--- config.mk ---
export PLATFORM = sky130hd
export DESIGN_NAME = tick_timer
export DESIGN_NICKNAME = d
export VERILOG_FILES = /design/src/rtl/tick_timer.sv
export SDC_FILE = /design/constraint.sdc
export NUM_CORES = 1
export LEC_CHECK = 0
export BUFFER_PORTS_ARGS = -buffer_cell sky130_fd_sc_hd__buf_2
export CAP_MARGIN = 20
export CORE_MARGIN = 2
export CORE_UTILIZATION = 25
export DETAILED_ROUTE_END_ITERATION = 10
export GPL_ROUTABILITY_DRIVEN = 1
export GPL_TIMING_DRIVEN = 0
export SETUP_SLACK_MARGIN = 0.05
export SYNTH_ARGS = -nofsm -noshare
export SYNTH_HDL_FRONTEND = slang
export SYNTH_SLANG_ARGS = --single-unit
--- constraint.sdc ---
create_clock -name clk -period 4.7 [get_ports clk]
set_input_delay 0.705 -clock clk [delete_from_list [all_inputs] [get_ports clk]]
set_output_delay 0.705 -clock clk [all_outputs]
set_load 0.01 [all_outputs]
--- src/rtl/tick_timer.sv ---
module tick_timer #(
  parameter int PER_W = 28,
  parameter int DW    = PER_W + 4
) (
  input  logic          clk,
  input  logic          rst_n,
  input  logic          wr_en,
  input  logic          wr_sel,
  input  logic [DW-1:0] wr_data,
  input  logic          rd_sel,
  output logic [DW-1:0] rd_data,
  output logic          irq
);
  localparam int PEND_B = PER_W;
  localparam int IE_B   = PER_W + 1;
  localparam int MODE_L = PER_W + 2;
  localparam logic [1:0] M_OFF = 2'b00, M_RST = 2'b01, M_ONE = 2'b10, M_RUN = 2'b11;

  logic [DW-1:0]    count;
  logic [PER_W-1:0] period;
  logic             pend, ie;
  logic [1:0]       mode;

  wire wr_cnt = wr_en & ~wr_sel;
  wire wr_ctl = wr_en & wr_sel;
  wire match  = (mode != M_OFF) && (count[PER_W-1:0] == period);

  always_ff @(posedge clk) begin
    if (!rst_n)      count <= '0;
    else if (wr_cnt) count <= wr_data;
    else begin
      case (mode)
        M_OFF:   count <= count;
        M_RST:   count <= match ? '0 : count + 1'b1;
        M_ONE:   count <= match ? count : count + 1'b1;
        default: count <= count + 1'b1;
      endcase
    end
  end

  always_ff @(posedge clk) begin
    if (!rst_n) begin
      period <= '0; pend <= 1'b0; ie <= 1'b0; mode <= M_OFF;
    end else if (wr_ctl) begin
      period <= wr_data[PER_W-1:0];
      pend   <= wr_data[PEND_B] | match;
      ie     <= wr_data[IE_B];
      mode   <= wr_data[MODE_L +: 2];
    end else begin
      pend <= pend | match;
      if (mode == M_ONE && match) mode <= M_OFF;
    end
  end

  assign rd_data = rd_sel ? {mode, ie, pend, period} : count;
  assign irq     = pend & ie;

  assert_count_write_R2: assert property (@(posedge clk) disable iff (!rst_n)
    wr_cnt |=> count == $past(wr_data));
  assert_off_holds_R3: assert property (@(posedge clk) disable iff (!rst_n)
    (mode == M_OFF && !wr_cnt) |=> $stable(count));
  assert_restart_clears_R5: assert property (@(posedge clk) disable iff (!rst_n)
    (mode == M_RST && match && !wr_cnt) |=> count == '0);
  assert_single_stops_R6: assert property (@(posedge clk) disable iff (!rst_n)
    (mode == M_ONE && match && !wr_en) |=> (mode == M_OFF && $stable(count)));
  assert_run_increments_R7: assert property (@(posedge clk) disable iff (!rst_n)
    (mode == M_RUN && !wr_cnt) |=> count == $past(count) + 1'b1);
  assert_pending_sticky_R8: assert property (@(posedge clk) disable iff (!rst_n)
    (pend && !wr_ctl) |=> pend);
  assert_match_sets_R8: assert property (@(posedge clk) disable iff (!rst_n)
    match |=> pend);
endmodule

==> impl_metrics.ini, run 1 <==
[run_status]
status = complete, no violations

[clock_network]
root_buffer = clkbuf_16
clock_path_buffers = 2
cts_resized = 0
clkTransAtPathRegs_ps = 50
cts_tree = done
clkLatencyLatePin_ps = 330
cts_setup_buffers = 0
clkSinkCount = 64
cts_buffers = 9
cts_max_level = 3
ctsHoldBuffers = 0

[die]
dieHeight_microns = 129
core-area_sq_mm = 0.0153
dieArea_sq_mm = 0.0167
initial_core_util = 0.256
num_rows = 45
io-pin-count = 70
die_w_microns = 129

[flow_run]
max-cap-violations = 0

[layout]
drive_gt1_frac = 0.248
fin_nets = 609
multi_input_area_sq_mm = 0.00240
fin_area_sq_mm = 0.00478
syn_to_final_growth_pct = 22.1
diodes = 0
n_fill_cell = 1665
final_core_util = 0.313
regArea_sq_mm = 0.00128

[power_and_ir_drop]
p_total_uw = 1490
power_leakage_uw = 0.00183
power_density_mw_per_mm2 = 313
peakVddDrop_mv = 0.175

[detailed_routing]
drc = 0
drt_iter0_drc = 338
antenna_left = 0
dr.pass1.iters = 5
vias = 3879
wire_per_inst_microns = 17.3
totalWireLength_microns = 13600
post_drt_via_cell_ratio = 4.93

[yosys]
synth-seq-cells = 64
synth-async-reset-ratio = 0
ys.flop_type = dfxtp_1
yosysMostFrequentCell = nand2_1
syn_nets = 530
ys_seq_area_frac = 0.327
ys_types = 62
synth_area_leader_cell = dfxtp_1
synth-edff-count = 0
synth_area_sq_mm = 0.00391
synth.top_cell.area_share = 0.327
yosys_warnings = 0
synth_common_cells = nand2_1 (110), dfxtp_1 (64), a21oi_1 (42)
post_synth_main_area_contributors = dfxtp_1 (33%), nand2_1 (11%), mux2_2 (8.3%)
syn-instance-count = 492
avgSynthCellArea_sq_um = 7.95

[sta]
setup_viol = 0
rsz0062_at_grt = no
finalHoldViolCount = 0
fin_hold_ws_ps = 469
worst_pin_slew_ps = 791
fin_setup_tns_ps = 0
period_share = 0.607
fmax_ghz = 0.351
finalClockSkew_ps = 6.40
drv_slew = 0
fin_crit_ps = 2850
slew_headroom = 0.469

[setup_path]
startpoint_type = input pin
worstPathMaxFanout = 10
cp-end-kind = primary output
critPathRequiredTime_ps = 3990
crit_arrival_ps = 2150
path_class = input pin to primary output

[global_routing]
grt_usage = 0.166
grt_max_degree = 11
grt_pass1_wl_microns = 20800
gr-total-overflow = 0
first_global_vias = 3616
antenna_found_initial = 0

[place]
place_area_sq_mm = 0.00452
port_buffers = 68
place_congestion = 0.895
place_hpwl_microns = 10300

[hold_path]
hold_class = flip-flop to flip-flop
[where the power goes]
group          internal [uW]  switching [uW]  total, uW
combinational            112             168        280
sequential               575            34.5        609
clock                    373             233        605
[final timing paths]
kind                  from     endpoint  slack, ps  cells after the start
setup / recovery    rd_sel  rd_data[25]       1850                      4
hold / removal          ie           ie        470                      2
hold reg to reg         ie           ie        470                      2
setup reg to reg  count[5]    count[22]       2020                      8
[cell type report]
class,count,area share
Timing Repair Buffer,68,0.0712
Multi-Input combinational cell,383,0.502
Buffer,37,0.0424
Sequential cell,64,0.268
Inverter,8,0.00628
Clock buffer,16,0.0547
Tap cell,211,0.0552
[worst max-delay path: stages]
cell and delay, ps:
clkbuf_1 310, buf_1 570, mux2_2 420, buf_2 140
[cell usage in the layout (no fill, tap or decap), types with 2 or more instances in the layout]
master,count
or2_0,2
buf_2,77
nor3_1,10
and2_1,4
o311ai_0,5
o22ai_1,2
a21oi_1,42
a221o_1,4
clkbuf_1,24
a22oi_1,8
mux2_2,29
a41oi_2,2
and3_1,15
xnor2_1,28
a21o_1,3
buf_1,2
and4_2,3
o21a_1,3
dfxtp_1,64
nand3_1,19
o31ai_1,3
xor2_1,6
inv_1,8
nand4_1,11
o21ai_0,16
or2_2,2
buf_6,6
nor2b_1,2
nand2_1,110
clkbuf_16,9
nor3_2,2
nor2_1,18
a222oi_1,6
[registers in the layout (all words and copies together) (netlist names)]
register and flops:
mode 2, ie 1, period 28, count 32, pend 1
[metal layers]
layer,global-route usage,routed length [microns]
met5,0,0
met1,0.228,6350
met2,0.266,6160
met3,0.0322,928
met4,0.0486,189
[kinds of logic (layout without fill, tap and decap cells)]
group / after synthesis / in the layout / share of synthesized area
adders and majority gates: 1 / 1 / 0.00320
buffers and inverters: 45 / 129 / 0.0595
DFF: 64 / 64 / 0.327
AOI/OAI and AO/OA: 112 / 112 / 0.196
and+or+nand+nor: 207 / 207 / 0.255
muxes: 29 / 29 / 0.0834
xor gates and xnor gates: 34 / 34 / 0.0761
[stage by stage]
step / worst slack [ps] / instances
6_report: 1850 / 787
4_1_cts: 1780 / 787
3_5_place_dp: 1780 / 771
2_1_floorplan: 2280 / 492
3_3_place_gp: 1790 / 771
5_1_grt: 1700 / 787
(Power assumes the default switching activity.)
==> run 2: changes to the inputs <==
ABC_AREA = 1   (was unset)
clock period = 2.4 ns   (was 4.7 ns; I/O delays follow)
==> run 2 against run 1 <==
Effect of this change: utilization decreased by 0.43 points; critical path depth is the same; routed wire length up 17%; first-iteration DRC count rose by 42%; largest power group is now the clock network; flip-flop and latch count unchanged.
==> impl_metrics.ini, run 2 <==
[run_status]
status = complete, no violations

[yosys]
ys_types = 30
ys.flop_type = dfxtp_1
post_synth_main_area_contributors = dfxtp_1 (28%), nand2_1 (21%), nand3_1 (9.0%)
synth_area_sq_mm = 0.00450
syn-instance-count = 745
synth_area_leader_cell = dfxtp_1
ys_seq_area_frac = 0.285
synth-edff-count = 0
syn_nets = 783
yosysMostFrequentCell = nand2_1
synth_common_cells = nand2_1 (251), nand3_1 (81), nor2_1 (77)
synth.top_cell.area_share = 0.285
yosys_warnings = 0
synth-seq-cells = 64
synth-async-reset-ratio = 0
avgSynthCellArea_sq_um = 6.04

[global_routing]
antenna_found_initial = 0
gr-total-overflow = 0
grt_max_degree = 13
first_global_vias = 4644
grt_pass1_wl_microns = 25300
grt_usage = 0.167

[setup_path]
ff2ff_setup_slack_ps = 360
path_class = input pin to primary output
crit_arrival_ps = 1710
startpoint_type = input pin
cp-end-kind = primary output
r2r_start = count[0]
rr_endpoint = count[10]
worstRegToRegCells = 10
critPathRequiredTime_ps = 2040
worstPathMaxFanout = 10

[flow_run]
max-cap-violations = 0

[die]
dieHeight_microns = 138
dieArea_sq_mm = 0.0191
initial_core_util = 0.253
num_rows = 49
io-pin-count = 70
die_w_microns = 138
core-area_sq_mm = 0.0178

[clock_network]
cts_buffers = 9
clkLatencyLatePin_ps = 340
cts_max_level = 3
clock_path_buffers = 2
cts_resized = 0
ctsHoldBuffers = 0
clkSinkCount = 64
cts_setup_buffers = 0
clkTransAtPathRegs_ps = 60
cts_tree = done
root_buffer = clkbuf_16

[layout]
syn_to_final_growth_pct = 22.1
multi_input_area_sq_mm = 0.00274
mostFrequentLayoutCell = nand2_1
fin_nets = 862
n_fill_cell = 2036
regMostFlops = count
final_cell_mix = nand2_1 (251), nand3_1 (81), nor2_1 (77)
largest_reg_flops = 32
drive_gt1_frac = 0.158
diodes = 0
regArea_sq_mm = 0.00128
largest_registers = count x32, period x28, mode x2

[power_and_ir_drop]
power_density_mw_per_mm2 = 626
power_leakage_uw = 0.00233
peakVddDrop_mv = 0.326

[sta]
rsz0062_at_grt = no
finalClockSkew_ps = 9.22
fin_crit_ps = 2070
period_share = 0.863
setup_slack_ps = 328
fin_setup_tns_ps = 0
drv_slew = 0
finalHoldViolCount = 0
fmax_ghz = 0.483
slew_headroom = 0.548
worst_pin_slew_ps = 678
setup_viol = 0
fin_hold_ws_ps = 285

[hold_path]
hold_class = input pin to flip-flop
hold_depth = 3
hp-start = wr_data[1]
holdPathEnd = period[1]

[detailed_routing]
antenna_left = 0
dr.pass1.iters = 5
totalWireLength_microns = 16000
wire_per_inst_microns = 15.1
drt_iter0_drc = 479
drc = 0
post_drt_via_cell_ratio = 4.73
vias = 5000

[place]
place_hpwl_microns = 12200
port_buffers = 68
place_congestion = 0.941
post-place-ws_ps = 44.7
## run 2: kinds of logic after synthesis
kind of cell | count (synthesis) | synth area share
and+or+nand+nor | 441 | 0.412
AOI/OAI and AO/OA | 101 | 0.114
muxes | 4 | 0.0100
xor gates and xnor gates | 35 | 0.0715
buffers and inverters | 99 | 0.105
DFF | 64 | 0.285
adders and majority gates | 1 | 0.00278
## run 2: stage by stage
stage                     instance area, sq um  total power [uW]   util  instances
after global routing                      5490              3600  0.309       1058
after detailed placement                  5120              1810  0.288       1042
after CTS                                 5490              3460  0.309       1058
after floorplan                           4500              1600      -        745
final                                     5490              3440  0.309       1058
after global placement                    5120              1810  0.288       1042
## run 2: metal layers
metal	up-vias	GRT usage	part of all wire
met5	-	0	0
met1	2286	0.216	0.45
met4	0	0.0725	0.033
met2	146	0.268	0.46
li1	2535	-	-
met3	33	0.0346	0.051
## run 2: worst max-delay path, cell delays in order
cell and delay (ps):
clkbuf_1 230, clkbuf_1 560, o21ai_0 330, buf_2 220
## run 2: cell type report
cell class	instances	area share
Buffer	44	0.0485
Clock buffer	9	0.0410
Clock inverter	7	0.0262
Inverter	55	0.0376
Multi-Input combinational cell	582	0.499
Sequential cell	64	0.233
Tap cell	229	0.0522
Timing Repair Buffer	68	0.0620
## run 2: worst max-delay path by stage
stage	startpoint	to	slack, ps	cells past startpoint
after detailed placement	wr_sel	count[8]	40	9
after floorplan	count[15]	count[3]	810	12
final	rd_sel	rd_data[31]	330	4
after global routing	count[12]	count[18]	160	13
after global placement	wr_sel	count[8]	80	9
after CTS	rd_sel	rd_data[10]	320	4
## run 2: power breakdown
group | internal (uW) | switching, uW | leakage (uW)
clock | 1120 | 522 | 0.000172
sequential | 1130 | 67.4 | 0.000524
combinational | 228 | 372 | 0.00163
total | 2480 | 961 | 0.00233
